`config.mk`:
```
export PLATFORM = sky130hd
export DESIGN_NAME = ecap_walker
export DESIGN_NICKNAME = d
export VERILOG_FILES = /design/src/rtl/ecap_pkg.sv /design/src/rtl/ecap_hdr_unpack.sv /design/src/rtl/ecap_range_chk.sv /design/src/rtl/ecap_step_ctr.sv /design/src/rtl/ecap_walker.sv
export SDC_FILE = /design/constraint.sdc
export NUM_CORES = 1
export LEC_CHECK = 0
export BUFFER_PORTS_ARGS = -buffer_cell sky130_fd_sc_hd__buf_2
export CAP_MARGIN = 20
export CORE_MARGIN = 5
export CORE_UTILIZATION = 61
export CTS_BUF_LIST = sky130_fd_sc_hd__clkbuf_4
export CTS_CLUSTER_DIAMETER = 50
export DETAILED_ROUTE_END_ITERATION = 12
export GPL_ROUTABILITY_DRIVEN = 0
export HOLD_SLACK_MARGIN = 0.02
export PLACE_DENSITY = 0.88
export SLEW_MARGIN = 10
export SYNTH_ARGS = -nofsm -noshare
export SYNTH_HDL_FRONTEND = slang
export SYNTH_SLANG_ARGS = --single-unit
```
`constraint.sdc`:
```
create_clock -name clk_i -period 6.29 [get_ports clk_i]
set_input_delay 0.9435 -clock clk_i [delete_from_list [all_inputs] [get_ports clk_i]]
set_output_delay 0.9435 -clock clk_i [all_outputs]
set_load 0.005 [all_outputs]
```
`src/rtl/ecap_pkg.sv`:
```
package ecap_pkg;
  localparam int unsigned ID_W  = 16;
  localparam int unsigned VER_W = 4;
  localparam int unsigned PTR_W = 12;
  localparam int unsigned HDR_W = ID_W + VER_W + PTR_W;

  typedef struct packed {
    logic [PTR_W-1:0] nxt;
    logic [VER_W-1:0] ver;
    logic [ID_W-1:0]  id;
  } ecap_hdr_t;

  typedef enum logic [2:0] {
    ST_IDLE = 3'd0,
    ST_RD   = 3'd1,
    ST_EVAL = 3'd2,
    ST_LINK = 3'd3,
    ST_NEW  = 3'd4
  } walk_st_e;
endpackage

```
`src/rtl/ecap_hdr_unpack.sv`:
```
module ecap_hdr_unpack
  import ecap_pkg::*;
(
  input  logic [HDR_W-1:0] word_i,
  input  logic [ID_W-1:0]  target_i,
  input  logic             tail_mode_i,
  output ecap_hdr_t        hdr_o,
  output logic             empty_o,
  output logic             hit_o
);
  assign hdr_o   = ecap_hdr_t'(word_i);
  assign empty_o = (word_i == '0);
  // id 0 is reserved: it never hits, so the walk runs to the tail
  assign hit_o   = !tail_mode_i && (target_i != '0) && (hdr_o.id == target_i);
endmodule

```
`src/rtl/ecap_range_chk.sv`:
```
module ecap_range_chk #(
  parameter int unsigned OFF_W       = 12,
  parameter int unsigned LO          = 256,
  parameter int unsigned HI          = 4088,
  parameter bit          CHECK_ALIGN = 1'b0
) (
  input  logic [OFF_W-1:0] off_i,
  output logic             ok_o
);
  localparam logic [OFF_W-1:0] LO_L = OFF_W'(LO);
  localparam logic [OFF_W-1:0] HI_L = OFF_W'(HI);

  logic in_win;
  assign in_win = (off_i >= LO_L) && (off_i <= HI_L);

  generate
    if (CHECK_ALIGN) begin : g_align
      assign ok_o = in_win && (off_i[1:0] == 2'b00);
    end else begin : g_noalign
      assign ok_o = in_win;
    end
  endgenerate
endmodule

```
`src/rtl/ecap_step_ctr.sv`:
```
module ecap_step_ctr #(
  parameter int unsigned MAX_STEPS = 960
) (
  input  logic clk_i,
  input  logic rst_ni,
  input  logic clr_i,
  input  logic inc_i,
  output logic at_limit_o
);
  localparam int unsigned STEP_W = $clog2(MAX_STEPS + 1);
  localparam logic [STEP_W-1:0] LAST = STEP_W'(MAX_STEPS - 1);

  logic [STEP_W-1:0] cnt_q;

  always_ff @(posedge clk_i or negedge rst_ni) begin
    if (!rst_ni)      cnt_q <= '0;
    else if (clr_i)   cnt_q <= '0;
    else if (inc_i && !at_limit_o) cnt_q <= cnt_q + 1'b1;
  end

  assign at_limit_o = (cnt_q == LAST);
endmodule

```
`src/rtl/ecap_walker.sv`:
```
module ecap_walker
  import ecap_pkg::*;
#(
  parameter int unsigned BASE_OFF  = 256,
  parameter int unsigned MAX_STEPS = 960,
  parameter int unsigned TAIL_GAP  = 8
) (
  input  logic               clk_i,
  input  logic               rst_ni,
  input  logic               start_i,
  input  logic               append_i,
  input  logic [ID_W-1:0]    cap_id_i,
  input  logic [VER_W-1:0]   cap_ver_i,
  input  logic [PTR_W-1:0]   new_off_i,
  output logic               busy_o,
  output logic               done_o,
  output logic               err_o,
  output logic [PTR_W-1:0]   match_off_o,
  output logic [PTR_W-1:0]   prev_off_o,
  output logic               mem_req_o,
  output logic               mem_we_o,
  output logic [PTR_W-3:0]   mem_addr_o,
  output logic [HDR_W-1:0]   mem_wdata_o,
  input  logic [HDR_W-1:0]   mem_rdata_i
);
  localparam int unsigned OFF_W     = PTR_W;
  localparam int unsigned CFG_BYTES = 1 << OFF_W;
  localparam int unsigned MAX_OFF   = CFG_BYTES - TAIL_GAP;
  localparam logic [OFF_W-1:0] BASE_L = OFF_W'(BASE_OFF);

  walk_st_e         st_q;
  logic [OFF_W-1:0] cur_q, prev_q, new_q;
  ecap_hdr_t        hdr_q;
  logic             app_q, base_q;
  logic [ID_W-1:0]  id_q;
  logic [VER_W-1:0] ver_q;
  logic [OFF_W-1:0] match_q, prevo_q;
  logic             err_q, done_q;

  ecap_hdr_t rd_hdr;
  logic      rd_empty, rd_hit, nxt_ok, new_ok, at_limit;
  logic      accept, in_eval;

  assign accept  = start_i && (st_q == ST_IDLE);
  assign in_eval = (st_q == ST_EVAL);

  ecap_hdr_unpack u_unpack (
    .word_i      (mem_rdata_i),
    .target_i    (id_q),
    .tail_mode_i (app_q),
    .hdr_o       (rd_hdr),
    .empty_o     (rd_empty),
    .hit_o       (rd_hit)
  );

  ecap_range_chk #(.OFF_W(OFF_W), .LO(BASE_OFF), .HI(MAX_OFF), .CHECK_ALIGN(1'b0)) u_nxt_chk (
    .off_i (rd_hdr.nxt),
    .ok_o  (nxt_ok)
  );

  ecap_range_chk #(.OFF_W(OFF_W), .LO(BASE_OFF), .HI(MAX_OFF), .CHECK_ALIGN(1'b1)) u_new_chk (
    .off_i (new_off_i),
    .ok_o  (new_ok)
  );

  ecap_step_ctr #(.MAX_STEPS(MAX_STEPS)) u_steps (
    .clk_i      (clk_i),
    .rst_ni     (rst_ni),
    .clr_i      (accept),
    .inc_i      (in_eval),
    .at_limit_o (at_limit)
  );

  always_ff @(posedge clk_i or negedge rst_ni) begin
    if (!rst_ni) begin
      st_q    <= ST_IDLE;
      cur_q   <= '0;
      prev_q  <= '0;
      new_q   <= '0;
      hdr_q   <= '0;
      app_q   <= 1'b0;
      base_q  <= 1'b0;
      id_q    <= '0;
      ver_q   <= '0;
      match_q <= '0;
      prevo_q <= '0;
      err_q   <= 1'b0;
      done_q  <= 1'b0;
    end else begin
      done_q <= 1'b0;
      unique case (st_q)
        ST_IDLE: begin
          if (start_i) begin
            id_q    <= cap_id_i;
            ver_q   <= cap_ver_i;
            new_q   <= new_off_i;
            app_q   <= append_i;
            base_q  <= append_i && (new_off_i == BASE_L);
            cur_q   <= BASE_L;
            prev_q  <= '0;
            match_q <= '0;
            prevo_q <= '0;
            err_q   <= 1'b0;
            if (append_i && !new_ok) begin
              err_q  <= 1'b1;
              done_q <= 1'b1;
            end else begin
              st_q <= ST_RD;
            end
          end
        end
        ST_RD: st_q <= ST_EVAL;
        ST_EVAL: begin
          if (base_q) begin
            hdr_q <= rd_hdr;
            st_q  <= ST_NEW;
          end else if ((cur_q == BASE_L) && rd_empty) begin
            err_q  <= app_q;
            done_q <= 1'b1;
            st_q   <= ST_IDLE;
          end else if (rd_hit) begin
            match_q <= cur_q;
            prevo_q <= prev_q;
            done_q  <= 1'b1;
            st_q    <= ST_IDLE;
          end else if (rd_hdr.nxt == '0) begin
            if (app_q) begin
              hdr_q <= rd_hdr;
              st_q  <= ST_LINK;
            end else begin
              prevo_q <= cur_q;
              done_q  <= 1'b1;
              st_q    <= ST_IDLE;
            end
          end else if (!nxt_ok || at_limit) begin
            err_q  <= 1'b1;
            done_q <= 1'b1;
            st_q   <= ST_IDLE;
          end else begin
            prev_q <= cur_q;
            cur_q  <= rd_hdr.nxt;
            st_q   <= ST_RD;
          end
        end
        ST_LINK: st_q <= ST_NEW;
        ST_NEW: begin
          match_q <= new_q;
          prevo_q <= base_q ? '0 : cur_q;
          done_q  <= 1'b1;
          st_q    <= ST_IDLE;
        end
        default: st_q <= ST_IDLE;
      endcase
    end
  end

  always_comb begin
    mem_req_o   = 1'b0;
    mem_we_o    = 1'b0;
    mem_addr_o  = '0;
    mem_wdata_o = '0;
    unique case (st_q)
      ST_RD: begin
        mem_req_o  = 1'b1;
        mem_addr_o = cur_q[OFF_W-1:2];
      end
      ST_LINK: begin
        mem_req_o   = 1'b1;
        mem_we_o    = 1'b1;
        mem_addr_o  = cur_q[OFF_W-1:2];
        mem_wdata_o = {new_q, hdr_q.ver, hdr_q.id};
      end
      ST_NEW: begin
        mem_req_o   = 1'b1;
        mem_we_o    = 1'b1;
        mem_addr_o  = new_q[OFF_W-1:2];
        mem_wdata_o = {(base_q ? hdr_q.nxt : {OFF_W{1'b0}}), ver_q, id_q};
      end
      default: ;
    endcase
  end

  assign busy_o      = (st_q != ST_IDLE);
  assign done_o      = done_q;
  assign err_o       = err_q;
  assign match_off_o = match_q;
  assign prev_off_o  = prevo_q;
endmodule

```
==> impl_metrics.ini <==
[critical_path]
worst-path-stages = 5
crit_fanout = 21
arrival_ns = 3.19
rr_endpoint = cur_q[0]$_DFFE_PN0P_
worst_setup_path_end_kind = output port
cp.required_ns = 5.35
cp_cell_sequence = nor2b_1, and2_1, buf_4, a22o_1, buf_2
path_buf_inv = 2
r2r-start = id_q[6]$_DFFE_PN0P_
cpPeakStageDelay_ns = 0.87
ff2ff_path_depth = 6
cp_slowest_cell = nor2b_1
start_kind = flip-flop
r2r_slack_ns = 3.36
critPathKind = reg -> out
critPathTopFamily = simple AND/OR/NAND/NOR gates

[sta]
min_period_ns = 4.14
worstMarginPinSlew_ns = 1.17
report.final.slew_viol_count = 0
setup_viol = 0
clock_skew_ns = 0.0147
max_freq_mhz = 242
rsz0062_at_grt = false
holdWs_ns = 0.495
fin_setup_tns_ns = 0
finalHoldViolCount = 0
worst_slack_ns = 2.15
relSlewSlack = 0.221
fin_crit_sh = 0.658

[placement]
dp_worst_setup_slack_ns = 2.77
place_area_sq_um = 7220
dp_hpwl_um = 12100
io_buffers = 138

[layout]
n_antenna_cell = 0
final_cell_mix = buf_2 (137), dfrtp_1 (129), nand2_1 (125)
fillers = 766
area_growth_pct = 14.8
final_common_cell = buf_2
postLayoutCellArea_sq_um = 7470
nets = 797
drive_gt1_frac = 0.332

[power_and_ir_drop]
combinationalPowerShare = 0.377
power_mw = 3.09
power.switching_mw = 1.21
p_int_mw = 1.88
seqPwrFrac = 0.453
p_clk_frac = 0.170
sw_frac_of_total = 0.391
p_per_area_nw_per_um2 = 414
vdd_ir_drop_max_mv = 0.218
leakage_nw = 3.88

[outcome]
status = completed

[clocking]
htreeDepth = 4
clk_pin_slew_worst_paths_ns = 0.09
numClockSinks = 129
cts-root-buf = clkbuf_4
hold_buffers = 0
cts_setup_buffers = 0
clock_path_buffers = 2
clk_latency_ns = 0.53
cts_resized = 0
cts_inserted_buffers = 17
tritoncts = built

[yosys]
synth_top_area_share = 0.496
synth-edff-count = 0
ys_types = 61
yosysTopAreaCell = dfrtp_1
ys.flop_type = dfrtp_1
synth.avg_cell_area_sq_um = 10.8
synth_seq_cells = 129
synthTopCellsByArea = dfrtp_1 (50%), a22o_1 (10%), mux2_2 (7.3%), nand2_1 (7.2%), xor2_1 (2.8%)
synthArstFlopShare = 1.00
synth_area_sq_um = 6510
syn-num-nets = 671
ys_seq_area_frac = 0.496
synth_cells = 602
yosysWarnings = 0

[routing]
firstDrtPassIters = 5
num_vias = 5399
drtIter0Drc = 406
viasPerCell = 6.17
drc = 0
ant_nets = 0
routedWlPerCell_um = 19.4
wl_um = 17000

[flow_run]
maxCapViolations = 0

[hold_path]
hold_path_depth = 1
hold_end = hdr_q[26]$_DFFE_PN0P_
hold_class = reg -> reg
min-delay-start = hdr_q[26]$_DFFE_PN0P_

[floorplanning]
initial_utilization = 0.627
coreArea_sq_um = 10400
dieArea_sq_um = 12800
fp.dieH_um = 113
die_w_um = 113
fp-row-count = 37
ios = 139

[grt]
antenna_found_initial = 1
grt_pass1_vias = 5577
track_usage = 0.275
grt_overflow_total = 0
grt_max_degree = 73
grt_first_pass_wirelength_um = 27900
-- worst max-delay path by stage --
stage / from / to / slack (ns)
finish: st_q[0]$_DFFE_PN0P_ / mem_wdata_o[13] / 2.15
global route: st_q[0]$_DFFE_PN0P_ / mem_wdata_o[0] / 1.97
CTS: st_q[0]$_DFFE_PN0P_ / mem_wdata_o[13] / 2.18
detailed placement: st_q[0]$_DFFE_PN0P_ / mem_wdata_o[0] / 2.77
global placement: st_q[0]$_DFFE_PN0P_ / mem_wdata_o[13] / 2.83
floorplan: mem_rdata_i[31] / prev_off_o[10]$_DFFE_PN0P_ / 3.66
-- synthesized netlist by cell type (3+ instances only) --
master	n
buf_2	7
o21ai_0	8
buf_1	3
a21oi_1	4
xnor2_1	3
dfrtp_1	129
inv_1	6
mux2_4	10
xor2_1	21
nor4_1	13
mux2_1	5
nor3_1	23
nand2b_1	4
nand4_1	7
a22o_1	74
buf_6	3
clkbuf_1	19
a211o_1	10
nand2_1	125
nor2_1	17
mux2_2	42
and3_1	13
nor4_4	3
nand3_1	9
-- power by group through the flow --
stage / sequential (mW) / combinational (mW) / clock, mW
floorplan: 1.32 / 0.842 / 0
global placement: 1.39 / 1.12 / 0
detailed placement: 1.41 / 1.16 / 0
CTS: 1.39 / 1.17 / 0.531
global route: 1.44 / 1.28 / 0.571
finish: 1.40 / 1.16 / 0.525
-- metal layers --
| metal | routed length (um) | vias to the layer above | global-route usage |
|---|---|---|---|
| met1 | 6570 | 2635 | 0.343 |
| met3 | 1680 | 44 | 0.0738 |
| li1 | - | 2436 | - |
| met4 | 419 | 0 | 0.112 |
| met5 | 0 | - | 0 |
| met2 | 8340 | 284 | 0.454 |
-- logic make-up after synthesis --
family                   after synthesis  synth area share
AND/OR/NAND/NOR                      231             0.176
flip-flops                           129             0.496
AO/OA/AOI/OAI                        115             0.151
multiplexers                          58             0.106
buffers and inverters                 44            0.0365
XOR/XNOR                              24            0.0323
adder cells (fa/ha/maj)                1           0.00192
-- metrics by stage --
| step | util | instances |
|---|---|---|
| floorplan | - | 602 |
| global placement | 0.696 | 845 |
| detailed placement | 0.696 | 845 |
| CTS | 0.720 | 875 |
| global route | 0.720 | 875 |
| finish | 0.720 | 875 |
-- worst register-to-register path: cells and delay by family (launching register included) --
family,cells,cell delay (ns)
XOR/XNOR,1,0.20
flip-flops,1,0.45
AND/OR/NAND/NOR,2,0.84
AO/OA/AOI/OAI,3,1.38
-- layout make-up --
cell class                 instances  area, sq um  share of cell area
clock inverter                     9         92.6              0.0124
clock buffer                      21          158              0.0211
sequential                       129         3230               0.432
inverter                           7         26.3             0.00352
tap                              136          170              0.0228
timing repair buffer             144          738              0.0989
multi-input combinational        429         3050               0.409
-- registers in the layout, indices dropped and copies added (netlist names) --
| name | count |
|---|---|
| match_off_o | 12 |
| err_o | 1 |
| prev_off_o | 12 |
| new_q | 12 |
| app_q | 1 |
| done_o | 1 |
| cur_q | 12 |
| ver_q | 4 |
| prev_q | 12 |
| id_q | 16 |
| u_steps.cnt_q | 10 |
| st_q | 3 |
| base_q | 1 |
| hdr_q | 32 |
(Power assumes the default switching activity.)
